$ cat config.mk
export PLATFORM = sky130hd
export DESIGN_NAME = seqcmd_detect
export DESIGN_NICKNAME = d
export VERILOG_FILES = /design/src/rtl/seqcmd_pkg.sv /design/src/rtl/seqcmd_match.sv /design/src/rtl/seqcmd_chain.sv /design/src/rtl/seqcmd_issue.sv /design/src/rtl/seqcmd_detect.sv
export SDC_FILE = /design/constraint.sdc
export NUM_CORES = 1
export LEC_CHECK = 0
export BUFFER_PORTS_ARGS = -buffer_cell sky130_fd_sc_hd__buf_4
export CORE_AREA = 2 2 39 41
export DETAILED_ROUTE_END_ITERATION = 10
export DIE_AREA = 0 0 41 43
export MAX_ROUTING_LAYER = met4
export PLACE_DENSITY = 0.54
export SYNTH_ARGS = -nofsm -noshare
export SYNTH_HDL_FRONTEND = slang
export SYNTH_SLANG_ARGS = --single-unit
$ cat constraint.sdc
create_clock -name clk -period 1.9 [get_ports clk]
set_input_delay 0.095 -clock clk [delete_from_list [all_inputs] [get_ports clk]]
set_output_delay 0.095 -clock clk [all_outputs]
set_load 0.05 [all_outputs]
$ cat src/rtl/seqcmd_pkg.sv
`timescale 1ns/1ps
package seqcmd_pkg;
    localparam int unsigned ADDR_W     = 11;
    localparam int unsigned PREFIX_LEN = 5;
    localparam int unsigned STEP_W     = $clog2(PREFIX_LEN + 1);

    typedef logic [ADDR_W-1:0] addr_t;
    typedef logic [STEP_W-1:0] step_t;

    // Shared prefix of both command chains, in the order it must be read
    function automatic addr_t prefix_key(input int unsigned idx);
        case (idx)
            0:       prefix_key = addr_t'(11'h000);
            1:       prefix_key = addr_t'(11'h555);
            2:       prefix_key = addr_t'(11'h2AA);
            3:       prefix_key = addr_t'(11'h7FF);
            default: prefix_key = addr_t'(11'h0F0);
        endcase
    endfunction

    typedef struct packed {
        step_t step;
    } chain_state_t;

    typedef struct packed {
        logic recall;
        logic store;
    } req_t;
endpackage

$ cat src/rtl/seqcmd_match.sv
`timescale 1ns/1ps
module seqcmd_match
    import seqcmd_pkg::*;
#(
    parameter addr_t RECALL_KEY = addr_t'(11'h70E),
    parameter addr_t STORE_KEY  = addr_t'(11'h70F)
) (
    input  addr_t                 acc_addr,
    output logic [PREFIX_LEN-1:0] prefix_hit,
    output logic                  recall_hit,
    output logic                  store_hit
);
    // One comparator for each prefix step
    for (genvar g = 0; g < PREFIX_LEN; g++) begin : g_step
        assign prefix_hit[g] = (acc_addr == prefix_key(g));
    end

    assign recall_hit = (acc_addr == RECALL_KEY);
    assign store_hit  = (acc_addr == STORE_KEY);
endmodule

$ cat src/rtl/seqcmd_chain.sv
`timescale 1ns/1ps
module seqcmd_chain
    import seqcmd_pkg::*;
(
    input  logic                  clk,
    input  logic                  rst_n,
    input  logic                  acc_valid,
    input  logic                  acc_is_read,
    input  logic                  engine_busy,
    input  logic [PREFIX_LEN-1:0] prefix_hit,
    input  logic                  recall_hit,
    input  logic                  store_hit,
    output step_t                 step_q,
    output logic                  fire_recall,
    output logic                  fire_store
);
    localparam step_t LAST_STEP = step_t'(PREFIX_LEN);

    chain_state_t st_d, st_q;

    always_comb begin
        st_d        = st_q;
        fire_recall = 1'b0;
        fire_store  = 1'b0;
        if (engine_busy) begin
            st_d.step = '0;
        end else if (acc_valid) begin
            if (!acc_is_read) begin
                st_d.step = '0;
            end else if (st_q.step == LAST_STEP) begin
                fire_recall = recall_hit;
                fire_store  = store_hit && !recall_hit;
                if (!recall_hit && !store_hit && prefix_hit[0])
                    st_d.step = step_t'(1);
                else
                    st_d.step = '0;
            end else if (prefix_hit[st_q.step]) begin
                st_d.step = st_q.step + step_t'(1);
            end else if (prefix_hit[0]) begin
                st_d.step = step_t'(1);
            end else begin
                st_d.step = '0;
            end
        end
    end

    always_ff @(posedge clk) begin
        if (!rst_n) st_q <= '0;
        else        st_q <= st_d;
    end

    assign step_q = st_q.step;

    p_busy_idle_r9: assert property (@(posedge clk) disable iff (!rst_n)
        engine_busy |=> (step_q == '0));

    p_write_no_advance_r6: assert property (@(posedge clk) disable iff (!rst_n)
        (acc_valid && !acc_is_read) |=> (step_q == '0));

    p_restart_first_r5: assert property (@(posedge clk) disable iff (!rst_n)
        (acc_valid && acc_is_read && !engine_busy && prefix_hit[0]) |=> (step_q == step_t'(1)));

    p_step_range_r4: assert property (@(posedge clk) disable iff (!rst_n)
        step_q <= LAST_STEP);
endmodule

$ cat src/rtl/seqcmd_issue.sv
`timescale 1ns/1ps
module seqcmd_issue
    import seqcmd_pkg::*;
(
    input  logic clk,
    input  logic rst_n,
    input  logic fire_recall,
    input  logic fire_store,
    input  logic supply_ok,
    output logic recall_req,
    output logic store_req
);
    req_t req_d, req_q;

    always_comb begin
        req_d.recall = fire_recall;
        req_d.store  = fire_store && supply_ok;
    end

    always_ff @(posedge clk) begin
        if (!rst_n) req_q <= '0;
        else        req_q <= req_d;
    end

    assign recall_req = req_q.recall;
    assign store_req  = req_q.store;

    p_one_req_r10: assert property (@(posedge clk) disable iff (!rst_n)
        !(recall_req && store_req));

    p_recall_pulse_r10: assert property (@(posedge clk) disable iff (!rst_n)
        recall_req |=> !recall_req);

    p_store_pulse_r10: assert property (@(posedge clk) disable iff (!rst_n)
        store_req |=> !store_req);

    p_store_supply_r8: assert property (@(posedge clk) disable iff (!rst_n)
        store_req |-> $past(supply_ok));
endmodule

$ cat src/rtl/seqcmd_detect.sv
`timescale 1ns/1ps
module seqcmd_detect
    import seqcmd_pkg::*;
#(
    parameter addr_t RECALL_KEY = addr_t'(11'h70E),
    parameter addr_t STORE_KEY  = addr_t'(11'h70F)
) (
    input  logic              clk,
    input  logic              rst_n,
    input  logic              acc_valid,
    input  logic [ADDR_W-1:0] acc_addr,
    input  logic              acc_is_read,
    input  logic              supply_ok,
    input  logic              engine_busy,
    output logic              recall_req,
    output logic              store_req
);
    logic [PREFIX_LEN-1:0] prefix_hit;
    logic                  recall_hit;
    logic                  store_hit;
    step_t                 step_q;
    logic                  fire_recall;
    logic                  fire_store;

    seqcmd_match #(
        .RECALL_KEY (RECALL_KEY),
        .STORE_KEY  (STORE_KEY)
    ) match_i (
        .acc_addr   (acc_addr),
        .prefix_hit (prefix_hit),
        .recall_hit (recall_hit),
        .store_hit  (store_hit)
    );

    seqcmd_chain chain_i (
        .clk         (clk),
        .rst_n       (rst_n),
        .acc_valid   (acc_valid),
        .acc_is_read (acc_is_read),
        .engine_busy (engine_busy),
        .prefix_hit  (prefix_hit),
        .recall_hit  (recall_hit),
        .store_hit   (store_hit),
        .step_q      (step_q),
        .fire_recall (fire_recall),
        .fire_store  (fire_store)
    );

    seqcmd_issue issue_i (
        .clk         (clk),
        .rst_n       (rst_n),
        .fire_recall (fire_recall),
        .fire_store  (fire_store),
        .supply_ok   (supply_ok),
        .recall_req  (recall_req),
        .store_req   (store_req)
    );

    // A recall request must follow an accepted read of the recall key
    p_recall_source_r2: assert property (@(posedge clk) disable iff (!rst_n)
        recall_req |-> $past(acc_valid && acc_is_read && !engine_busy
                             && (acc_addr == RECALL_KEY)));

    // A store request must follow an accepted read of the store key
    p_store_source_r7: assert property (@(posedge clk) disable iff (!rst_n)
        store_req |-> $past(acc_valid && acc_is_read && !engine_busy
                            && (acc_addr == STORE_KEY)));
endmodule

### Yosys cells after proc, flatten, opt, wreduce, memory -nomap -nowiden

Cells that the tools add are included.

* div/mod/pow operators: 0
* reduce and logical (&&, ||, !) cells: 9
* $add $sub $neg: 1
* $lt $le $gt $ge: 1
* bitwise logic cells: 4
* equal/unequal tests: 7
* multiplexer cells: 11
* shift operators: 0
* multiply operators: 0

Operators by type and width (count)
* $eq 11x11->1 const B: 4
* $eq 11x10->1 const B: 1
* $eq 11x8->1 const B: 1
* $logic_not 11->1: 1
* $mux 3: 3
* $mux 1: 7
* $reduce_or 5->1: 1
* $logic_and 1x1->1: 4
* $lt 3x4->1 const B: 1
* $not 1->1: 4
* $add 3x1->3 const B: 1
* $bmux 1 s3: 1
* $eq 3x3->1 const B: 1
* $logic_not 1->1: 2
* $reduce_or 2->1: 1

* RAM bits: 0
* bits of input ports: 17
* output and inout bits: 2
* bits in latches: 0
* memories: 0
* register bits: 5
* logic and storage cells: 36
* memory bits (read-only): 0

### Depth between registers and ports, before layout

Gate-level depths: netlist (run 1).

* word-level depth: 8
* mapped depth: 6

### Hierarchy

A second synthesis (run 1) with hierarchy kept.

* cells, all modules: 55
* area total of the unflattened synthesis: 454.2 um^2

By module, submodules not included
* seqcmd_chain: area each 286.5 um^2, cells each 35, times used 1, seq. area each 60.1 um^2
* seqcmd_match: area each 113.9 um^2, cells each 16, times used 1, seq. area each 0.0 um^2
* seqcmd_issue: area each 53.8 um^2, cells each 4, times used 1, seq. area each 40.0 um^2

### Worst setup path before layout (run 1)

Ideal clock, no wire load.

* path type: reg2reg
* start: register chain_i.st_q (netlist bit chain_i.step_q[0])
* end: register chain_i.st_q (netlist bit chain_i.step_q[0])
* path buffers: 0
* data required time: 1771 ps
* setup slack: 407 ps
* period minus slack after synthesis: 1493 ps
* data arrival time: 1364 ps
* stages on the path, launching flop included: 6
* cells stage by stage: dfxtp_1 -> ha_1 -> o41ai_1 -> o211ai_1 -> o211ai_1 -> o41ai_2

* longest elaborated chain between the ends: 5
* elaborated cells between the ends (all ways): 7
* classes of those cells: 1 x add/sub; 1 x eq/ne; 5 x mux

Ends and longest elaborated chain
* start: declaration: RTL line seqcmd_chain.sv:19 `chain_state_t st_d, st_q;`
* start signal: assignment: RTL line seqcmd_chain.sv:49 `else st_q <= st_d;`
* $bmux 1 s3: RTL line seqcmd_chain.sv:37 `end else if (prefix_hit[st_q.step]) begin`
* $mux 1 (implied by the code): RTL line seqcmd_chain.sv:37
* $mux 3: RTL line seqcmd_chain.sv:37
* $mux 3 *: RTL line seqcmd_chain.sv:30 `end else if (st_q.step == LAST_STEP) begin`
* $mux 3 *: RTL line seqcmd_chain.sv:28 `if (!acc_is_read) begin`

Every way passes the cells marked *; elsewhere a longest branch is shown, timed or not. The select of a mux whose other input is x is not followed.
A chain may end at the register's enable or synchronous reset.

### Worst setup path in the final report (run 1)

Ends and elaborated chain as after synthesis.

==> results of run 1 <==
routing by layer:
metal	part of all wire	up-vias	GRT usage
met2	0.50	15	0.2375
met4	0.026	0	0.08000
met5	0	-	-
met1	0.42	217	0.1955
li1	-	257	-
met3	0.052	4	0.04712
metrics by stage:
stage               setup slack (ns)  instance area, sq um  total power, W
finish                        0.2726                 594.3       0.0002824
global route                 0.09661                 594.3       0.0003053
CTS                           0.2594                 594.3       0.0002870
detailed placement            0.2655                 568.0       0.0001572
global placement              0.2746                 568.0       0.0001570
floorplan                     0.4066                 412.9       0.0001212
logic make-up (layout without fill, tap and decap cells):
family | after synthesis | after routing | synth area share
flops | 5 | 5 | 0.2424
simple gates | 31 | 31 | 0.4364
buf+inv | 3 | 25 | 0.02727
compound gates | 13 | 13 | 0.2333
fa+ha+maj | 2 | 2 | 0.06060
state kept, by name (all words and copies together), names as in the netlist:
name                cells
chain_i.step_q          3
issue_i.recall_req      1
issue_i.store_req       1
final timing paths:
path	from	to	slack [ns]	depth (start not counted)
setup reg to reg	chain_i.step_q[0]	chain_i.step_q[0]	0.27	5
hold / removal	acc_addr[0]	issue_i.recall_req	0.05	2
setup / recovery	chain_i.step_q[0]	chain_i.step_q[0]	0.27	5
hold reg to reg	chain_i.step_q[2]	chain_i.step_q[2]	0.58	2
placed cells by master (no fill, tap or decap):
cell type and instances:
nand3_1 4, nand2b_1 3, nor2b_1 1, ha_1 2
nand4_1 3, or4_4 1, inv_1 3, and3_1 2
nor4_1 3, clkbuf_1 1, o22ai_1 2, or3_1 3
o211ai_1 2, o41ai_1 1, buf_4 18, dfxtp_1 5
nor3b_2 1, o31ai_1 1, a21oi_2 1, nor3_1 1
a21oi_1 3, or4_1 1, a211oi_1 1, o41ai_2 1
o21ai_0 1, nand2_1 5, nor2_1 3, clkbuf_4 3
critical path, delay by kind of cell (launching register included):
kind / cells / cell delay (ns)
fa+ha+maj: 1 / 0.29
flops: 1 / 0.40
compound gates: 4 / 0.81
layout make-up:
cell class | count | area, sq um | area share
Sequential cell | 5 | 100.1 | 0.1684
Inverter | 3 | 11.26 | 0.01895
Multi-Input combinational cell | 46 | 301.5 | 0.5074
Tap cell | 16 | 20.02 | 0.03368
Timing Repair Buffer | 18 | 135.1 | 0.2274
Clock buffer | 4 | 26.28 | 0.04421
power by group through the flow:
stage	registers [W]	clock network, W	logic, W
after floorplan	0.000107	0	0.0000141
after global placement	0.000107	0	0.0000499
after detailed placement	0.000107	0	0.0000501
after CTS	0.000105	0.000132	0.0000502
after global routing	0.000105	0.000144	0.0000566
final	0.000105	0.000127	0.0000498
==> Implementation_results.wiki, run 1 <==
{| class="wikitable"
! Metric !! Value
|-
| Final min period || 1.627 ns
|-
| Syn_nets || 73
|-
| DRT iter0 DRCs || 6
|-
| Layout Utilization || 0.4295
|-
| Number of hold-repair buffers added at the cts stage || 0
|-
| Die ar. || 1763 sq um
|-
| Maximum clock frequency || 614.5 MHz
|-
| Global-route wire length before repair || 1.883 mm
|-
| Data required time of the critical path || 2.02 ns
|-
| Top-level port count || 19
|-
| TritonCTS clock tree || done
|-
| Type of element launching the critical path || register
|-
| Reg clk slew, reported paths || 0.05 ns
|-
| Total of max-cap violations || 0
|-
| CTS Buf Count || 3
|-
| Number of port buffers || 18
|-
| Most used DFF post-synth || dfxtp_1
|-
| Antenna Violating Nets Remaining || 0
|-
| Arrival time reported for the critical path endpoint || 1.75 ns
|-
| Worst Setup Path Type || reg -> reg
|-
| Final-layout worst hold slack || 0.05007 ns
|-
| Cell taking the most area after synthesis || dfxtp_1
|-
| Number of standard cells after synthesis || 54
|-
| Pin count of the biggest net entering global routing || 10
|-
| Unique cell type count in the Yosys netlist || 25
|-
| Clock group share of total power || 0.451
|-
| Final-report hold violation count || 0
|-
| Share of power burned in combinational logic || 0.176
|-
| Signed area change from the synthesized netlist to the final layout || 43.94%
|-
| List of most frequent post-synthesis cells || dfxtp_1 (5), nand2_1 (5), nand3_1 (4)
|-
| Global-route usage over all layers || 0.1624
|-
| Longest Clk Path Bufs || 2
|-
| Tightest Pin Transition || 0.4769 ns
|-
| Insertion delay to the later sink of the worst-skew pair || 0.25 ns
|-
| Via density per instance || 5.359
|-
| DIE WIDTH || 41 um
|-
| Crit path cell chain || ha_1 -> o41ai_1 -> o211ai_1 -> o211ai_1 -> o41ai_2
|-
| Drt wl/cell || 11.53 um
|-
| RD Place Congestion || 0.7820
|-
| Endpoint type of the worst setup path || register
|-
| Final setup fails || 0
|-
| Antenna violations before repair || 0
|-
| Cell Area, Synth || 412.9 sq um
|-
| Period utilization || 0.8565
|-
| Clock root cell || clkbuf_4
|-
| Unrepaired setup endpoints after global routing || no
|-
| Worst clock skew || 0.003305 ns
|-
| Share of total power consumed by net switching || 0.2453
|-
| Total negative setup slack || 0 ns
|-
| Initial core utilization || 0.2984
|-
| Synthesized flop and latch total || 5
|-
| Peak supply drop || 0.0002171 V
|-
| Vias post-DR || 493
|-
| CTS-repair resized insts || 0
|-
| Number of enable-type register cells in the synthesized netlist || 0
|-
| Slowest CP cell || dfxtp_1
|-
| Ant. Diodes || 0
|-
| Net count reported at finish || 96
|-
| Final Non-Filler Cells || 92
|-
| Power per Cell Area || 475.1 nW/um^2
|-
| Slew Viols, Final || 0
|-
| Routed wire length || 1.061 mm
|-
| Top cells by area in the synthesized netlist || dfxtp_1 (24%), ha_1 (6.1%), nand3_1 (4.8%), nand2_1 (4.5%), nand2b_1 (4.5%)
|-
| TritonRoute pass-1 iters || 5
|-
| Remaining DRCs || 0
|-
| Leftover overflow at the end of global routing || 0
|-
| Share of total power in sequential cells || 0.373
|-
| FILL cells || 158
|-
| Outcome || complete, no violations
|-
| Post-Place Cells || 88
|-
| Area of the core region || 1384 sq um
|-
| Async set-reset flop share out of synthesis || 0
|-
| Final HPWL DP || 900.9 um
|-
| Synth top area share || 0.2424
|-
| Peak fanout along the critical path || 9
|-
| Max-slew headroom at the worst pin || 0.6792
|-
| Layout cell share with drive strength beyond 1 || 0.3289
|-
| Post-CTS Setup Inserts || 0
|-
| Leak Pwr || 0.2313 nW
|-
| Most repeated library cell on the critical path || o211ai_1
|-
| Warnings from Yosys || 0
|-
| Number of sinks driven by the clock tree || 5
|-
| Overall die height || 43 um
|-
| Via count of the first global-routing pass || 460
|-
| HP Class || in -> reg
|-
| Net switching power of the design || 0.00006927 W
|-
| Cell internal power dissipation || 0.0002131 W
|-
| Mean instance size in the synthesized netlist || 7.646 sq um
|-
| Placement row count || 14
|-
| Fraction of the yosys area taken by sequential cells || 0.2424
|-
| Critical path's largest stage delay || 0.40 ns
|-
| H-tree levels || 1
|}
Power figures use the tool's default switching activity.
==> inputs of run 2 (changes only) <==
--- a/config.mk
+++ b/config.mk
@@ -9,7 +9,6 @@
 export CORE_AREA = 2 2 39 41
 export DETAILED_ROUTE_END_ITERATION = 10
 export DIE_AREA = 0 0 41 43
-export MAX_ROUTING_LAYER = met4
 export PLACE_DENSITY = 0.54
 export SYNTH_ARGS = -nofsm -noshare
 export SYNTH_HDL_FRONTEND = slang
==> Implementation_results.wiki, run 2 (synthesis results as in run 1) <==
{| class="wikitable"
! Metric !! Value
|-
| Type of element launching the critical path || register
|-
| Pin count of the biggest net entering global routing || 10 (unchanged)
|-
| Area of the core region || 1384 sq um (unchanged)
|-
| Global-route usage over all layers || 0.1585 (-0.003909)
|-
| Via density per instance || 5.359 (unchanged)
|-
| Clock group share of total power || 0.451 (about the same)
|-
| Register ranked first by flip-flop count || chain_i.step_q
|-
| Total of max-cap violations || 0 (unchanged)
|-
| Reg-to-Reg End || chain_i.step_q[0]
|-
| Outcome || complete, no violations
|-
| Global-route wire length before repair || 1.883 mm (unchanged)
|-
| H-tree levels || 1 (unchanged)
|-
| Drt wl/cell || 11.53 um (unchanged)
|-
| Worst Setup Path Type || reg -> reg
|-
| Worst clock skew || 0.003299 ns (-0.000006170 ns)
|-
| Reg clk slew, reported paths || 0.05 ns (about the same)
|-
| Power per Cell Area || 475.3 nW/um^2 (about the same)
|-
| Slowest CP cell || dfxtp_1
|-
| Post-CTS Setup Inserts || 0 (unchanged)
|-
| TritonRoute pass-1 iters || 5 (unchanged)
|-
| Period utilization || 0.8565 (about the same)
|-
| Worst hold endpoint || issue_i.recall_req
|-
| Peak supply drop || 0.0002171 V (about the same)
|-
| Share of total power in sequential cells || 0.372 (about the same)
|-
| Final setup fails || 0 (unchanged)
|-
| TritonCTS clock tree || done
|-
| Ant. Diodes || 0 (unchanged)
|-
| Final min period || 1.627 ns (-0.00005200 ns)
|-
| Setup slack of the most critical reg-to-reg path || 0.27 ns (about the same)
|-
| Layout cell share with drive strength beyond 1 || 0.3289 (unchanged)
|-
| CTS-repair resized insts || 0 (unchanged)
|-
| Die ar. || 1763 sq um (unchanged)
|-
| Signed area change from the synthesized netlist to the final layout || 43.94% (unchanged)
|-
| Post-route cell area || 594.3 sq um (unchanged)
|-
| CTS Buf Count || 3 (unchanged)
|-
| DRT iter0 DRCs || 6 (unchanged)
|-
| Share of power burned in combinational logic || 0.176 (about the same)
|-
| FILL cells || 158 (unchanged)
|-
| Largest register FFs || 3 (unchanged)
|-
| Cell internal power dissipation || 0.0002131 W (about the same)
|-
| Worst path buffer plus inverter count || 0 (unchanged)
|-
| Longest Clk Path Bufs || 2 (unchanged)
|-
| Vias post-DR || 493 (unchanged)
|-
| Net switching power of the design || 0.00006939 W (+0.16%)
|-
| Initial core utilization || 0.2984 (unchanged)
|-
| Largest delay share family, worst path || compound AO/OA/AOI/OAI gates
|-
| R2r worst-path depth || 5 (unchanged)
|-
| Slew Viols, Final || 0 (unchanged)
|-
| RD Place Congestion || 0.7716 (-1.3%)
|-
| Remaining DRCs || 0 (unchanged)
|-
| Peak fanout along the critical path || 9 (unchanged)
|-
| Crit path cell chain || ha_1 -> o41ai_1 -> o211ai_1 -> o211ai_1 -> o41ai_2
|-
| Clock root cell || clkbuf_4
|-
| Number of sinks driven by the clock tree || 5 (unchanged)
|-
| Placement row count || 14 (unchanged)
|-
| Cell Area, Placed || 568.0 sq um (unchanged)
|-
| Routed wire length || 1.061 mm (unchanged)
|-
| Instance count along the most critical hold path || 2 (unchanged)
|-
| Number of hold-repair buffers added at the cts stage || 0 (unchanged)
|-
| Origin of the critical flop-to-flop path || chain_i.step_q[0]
|-
| Insertion delay to the later sink of the worst-skew pair || 0.25 ns (about the same)
|-
| Top-level port count || 19 (unchanged)
|-
| Endpoint type of the worst setup path || register
|-
| Max-slew headroom at the worst pin || 0.6793 (about the same)
|-
| Startpoint of the worst setup timing path || chain_i.step_q[0]
|-
| Multi-input combinational cell area || 301.5 sq um (unchanged)
|-
| Leftover overflow at the end of global routing || 0 (unchanged)
|-
| Most frequent standard cell in the layout excluding fill and tap cells || buf_4
|-
| Share of total power consumed by net switching || 0.2456 (+0.0002956)
|-
| DIE WIDTH || 41 um (unchanged)
|-
| Commonest cells after routing, fill and taps aside || buf_4 (18), nand2_1 (5), dfxtp_1 (5)
|-
| Critical path's largest stage delay || 0.40 ns (about the same)
|-
| Overall die height || 43 um (unchanged)
|-
| Arrival time reported for the critical path endpoint || 1.75 ns (about the same)
|-
| Antenna violations before repair || 0 (unchanged)
|-
| Most repeated library cell on the critical path || o211ai_1
|-
| Via count of the first global-routing pass || 461 (+0.22%)
|-
| Register area || 100.1 sq um (unchanged)
|-
| Leak Pwr || 0.2313 nW (unchanged)
|-
| Final-report hold violation count || 0 (unchanged)
|-
| HP Start || acc_addr[0]
|-
| Net count reported at finish || 96 (unchanged)
|-
| HP Class || in -> reg
|-
| Antenna Violating Nets Remaining || 0 (unchanged)
|-
| Unrepaired setup endpoints after global routing || no
|-
| Maximum clock frequency || 614.5 MHz (about the same)
|-
| Final HPWL DP || 900.9 um (unchanged)
|-
| Number of port buffers || 18 (unchanged)
|-
| Tightest Pin Transition || 0.4767 ns (-0.0001717 ns)
|-
| Data required time of the critical path || 2.02 ns (about the same)
|-
| Total negative setup slack || 0 ns (unchanged)
|}
## run 2: cell counts in the layout (fill, tap and decap cells not counted)
No cell type changed its count.
## run 2: per-stage QoR
stage               total power [W]  hold WS (ns)  setup slack [ns]  instances    util
finish                    0.0002825       0.04984            0.2727         92  0.4295
global route              0.0003053       0.04725           0.09661         92  0.4295
CTS                       0.0002870       0.05067            0.2594         92  0.4295
detailed placement        0.0001572        0.3091            0.2655         88  0.4105
global placement          0.0001570        0.3036            0.2746         88  0.4105
floorplan                 0.0001212        0.1732            0.4066         54       -
## run 2: worst max path at each step
stage                                   end  slack (ns)  depth (start not counted)
final                     chain_i.step_q[0]        0.27                          5
after global routing      chain_i.step_q[0]         0.1                          5
after CTS                 chain_i.step_q[0]        0.26                          5
after detailed placement  chain_i.step_q[0]        0.27                          5
after global placement    chain_i.step_q[0]        0.27                          5
after floorplan           chain_i.step_q[0]        0.41                          5
## run 2: cell type report
type                    instances  share of cell area
inverters                       3             0.01895
clock buffers                   4             0.04421
well taps                      16             0.03368
flip-flops and latches          5              0.1684
multi-input cells              46              0.5074
repair buffers                 18              0.2274
## run 2: power groups by stage
| stage | Clock [W] | Sequential [W] | Combinational (W) |
|---|---|---|---|
| after global placement | 0 | 0.000107 | 0.0000499 |
| after floorplan | 0 | 0.000107 | 0.0000141 |
| after global routing | 0.000144 | 0.000105 | 0.0000566 |
| final | 0.000127 | 0.000105 | 0.0000498 |
| after CTS | 0.000132 | 0.000105 | 0.0000502 |
| after detailed placement | 0 | 0.000107 | 0.0000501 |
## run 2: per-layer routing
layer  global-route usage  up-vias  share of wire
met1               0.1955      217           0.42
met5                    0        -              0
li1                     -      257              -
met2               0.2375       15           0.50
met3              0.04712        4          0.052
met4              0.08000        0          0.026
==> inputs of run 3 (changes only) <==
--- a/config.mk
+++ b/config.mk
@@ -9,6 +9,7 @@
 export CORE_AREA = 2 2 39 41
 export DETAILED_ROUTE_END_ITERATION = 10
 export DIE_AREA = 0 0 41 43
+export HOLD_SLACK_MARGIN = 0.1
 export PLACE_DENSITY = 0.54
 export SYNTH_ARGS = -nofsm -noshare
 export SYNTH_HDL_FRONTEND = slang
==> Implementation_results.wiki, run 3 (synthesis results as in run 1) <==
{| class="wikitable"
! Metric !! Value
|-
| Number of port buffers || 18 (unchanged)
|-
| H-tree levels || 1 (unchanged)
|-
| HP Start || engine_busy
|-
| HP Class || in -> reg
|-
| Pin count of the biggest net entering global routing || 10 (unchanged)
|-
| Area of the core region || 1384 sq um (unchanged)
|-
| Register ranked first by flip-flop count || chain_i.step_q
|-
| Tightest Pin Transition || 0.4754 ns (-0.001274 ns)
|-
| Final HPWL DP || 900.9 um (unchanged)
|-
| Placement row count || 14 (unchanged)
|-
| Type of element launching the critical path || input pin
|-
| Leak Pwr || 0.2428 nW (+5.0%)
|-
| Vias post-DR || 506 (+2.6%)
|-
| R2r worst-path depth || 5 (unchanged)
|-
| Outcome || complete, no violations
|-
| Total negative setup slack || 0 ns (unchanged)
|-
| Post-Place Cells || 88 (unchanged)
|-
| Max-slew headroom at the worst pin || 0.6801 (+0.0008570)
|-
| Instance count along the most critical hold path || 4 (+2)
|-
| Origin of the critical flop-to-flop path || chain_i.step_q[0]
|-
| Post-route cell area || 624.3 sq um (+5.1%)
|-
| Ant. Diodes || 0 (unchanged)
|-
| Final-layout worst hold slack || 0.1833 ns (+0.1335 ns)
|-
| DRT iter0 DRCs || 5 (-1)
|-
| RD Place Congestion || 0.7716 (unchanged)
|-
| Commonest cells after routing, fill and taps aside || buf_4 (18), nand2_1 (5), dfxtp_1 (5)
|-
| Antenna violations before repair || 0 (unchanged)
|-
| TritonCTS clock tree || done
|-
| Longest Clk Path Bufs || 2 (unchanged)
|-
| Data required time of the critical path || 2.05 ns (+0.03 ns)
|-
| Post-CTS Setup Inserts || 0 (unchanged)
|-
| Endpoint type of the worst setup path || register
|-
| Largest register FFs || 3 (unchanged)
|-
| Worst hold endpoint || issue_i.store_req
|-
| Clock root cell || clkbuf_4
|-
| Worst clock skew || 0.002908 ns (-0.0003911 ns)
|-
| Unrepaired setup endpoints after global routing || no
|-
| Via density per instance || 5.383 (+0.45%)
|-
| Power per Cell Area || 458.8 nW/um^2 (-3.5%)
|-
| Final Non-Filler Cells || 94 (+2.2%)
|-
| Peak fanout along the critical path || 4 (-5)
|-
| TritonRoute pass-1 iters || 4 (-1)
|-
| Global-route wire length before repair || 1.883 mm (unchanged)
|-
| Net count reported at finish || 98 (+2.1%)
|-
| Overall die height || 43 um (unchanged)
|-
| Routed wire length || 1.089 mm (+2.6%)
|-
| Via count of the first global-routing pass || 461 (unchanged)
|-
| Signed area change from the synthesized netlist to the final layout || 51.21%
|-
| Antenna Violating Nets Remaining || 0 (unchanged)
|-
| Worst Setup Path Type || in -> reg
|-
| Leftover overflow at the end of global routing || 0 (unchanged)
|-
| Drt wl/cell || 11.59 um (+0.46%)
|-
| Final-report hold violation count || 0 (unchanged)
|-
| Die ar. || 1763 sq um (unchanged)
|-
| Arrival time reported for the critical path endpoint || 1.97 ns (+0.22 ns)
|-
| Layout cell share with drive strength beyond 1 || 0.3462 (+0.01721)
|-
| Final setup fails || 0 (unchanged)
|-
| Period utilization || 0.9545 (+0.09800)
|-
| Slew Viols, Final || 0 (unchanged)
|-
| CTS Buf Count || 3 (unchanged)
|-
| Reg-to-Reg End || chain_i.step_q[0]
|-
| Remaining DRCs || 0 (unchanged)
|-
| Peak supply drop || 0.0002175 V (+0.18%)
|-
| Top-level port count || 19 (unchanged)
|-
| Total of max-cap violations || 0 (unchanged)
|-
| Global-route usage over all layers || 0.1585 (unchanged)
|-
| Most frequent standard cell in the layout excluding fill and tap cells || buf_4
|-
| Initial core utilization || 0.2984 (unchanged)
|-
| Setup slack of the most critical reg-to-reg path || 0.26 ns (about the same)
|-
| DIE WIDTH || 41 um (unchanged)
|-
| Maximum clock frequency || 551.4 MHz (-10%)
|-
| Number of sinks driven by the clock tree || 5 (unchanged)
|-
| Reg clk slew, reported paths || 0.05 ns (about the same)
|-
| Final min period || 1.814 ns (+0.1862 ns)
|-
| Cell Area, Placed || 568.0 sq um (unchanged)
|-
| Insertion delay to the later sink of the worst-skew pair || 0.25 ns (about the same)
|}
-- run 3: cell count changes in the layout (fill, tap and decap cells not counted) --
cell	delta
dlygate4sd3_1	+2
o22ai_1	-1
o22ai_2	+1
or4_1	-1
or4_4	+1
-- run 3: metal layers --
metal / up-vias / wire (um) / track usage
met2: 17 / 520 / 0.2375
met5: - / 0 / 0
met4: 0 / 21 / 0.08000
li1: 260 / - / -
met1: 225 / 484 / 0.1955
met3: 4 / 63 / 0.04712
-- run 3: where the power goes --
group / switching, W / internal (W) / total [W] / leakage, nW
clock: 0.0000475 / 0.0000796 / 0.000127 / 0.0150
combinational: 0.0000230 / 0.0000311 / 0.0000541 / 0.188
sequential: 0.00000000680 / 0.000105 / 0.000105 / 0.0402
total: 0.0000705 / 0.000216 / 0.000286 / 0.243
-- run 3: how the worst max path moves through the flow --
stage | startpoint | endpoint | cells after the start
finish | acc_addr[0] | chain_i.step_q[0] | 7
global route | acc_addr[0] | chain_i.step_q[0] | 7
CTS | acc_addr[0] | chain_i.step_q[0] | 7
detailed placement | chain_i.step_q[0] | chain_i.step_q[0] | 5
global placement | chain_i.step_q[0] | chain_i.step_q[0] | 5
floorplan | chain_i.step_q[0] | chain_i.step_q[0] | 5
-- run 3: area by class of cell --
class | count | area [sq um]
timing repair buffer | 20 | 155.1
multi-input combinational | 46 | 311.5
fill | 161 | 759.5
clock buffer | 4 | 26.28
inverter | 3 | 11.26
tap | 16 | 20.02
sequential | 5 | 100.1
-- run 3: timing repair --
item | 4_1_cts | 5_1_grt
hold buffers | 2 | 0
resized for setup | 0 | 2
endpoints found under the hold margin | 2 | 0
setup endpoints to repair | 0 | 1
-- run 3: worst max-delay path: stages --
cell and delay [ns]:
dlygate4sd3_1 0.54, buf_4 0.15, or4_4 0.49, nor3b_2 0.19, and3_1 0.19, a21oi_2 0.06
o41ai_2 0.26
-- run 3: per-stage QoR --
stage	total power, W	util	setup WS (ns)
2_1_floorplan	0.0001212	-	0.4066
3_3_place_gp	0.0001570	0.4105	0.2746
3_5_place_dp	0.0001572	0.4105	0.2655
4_1_cts	0.0002902	0.4439	0.05075
5_1_grt	0.0003089	0.4512	0.01946
6_report	0.0002864	0.4512	0.08646
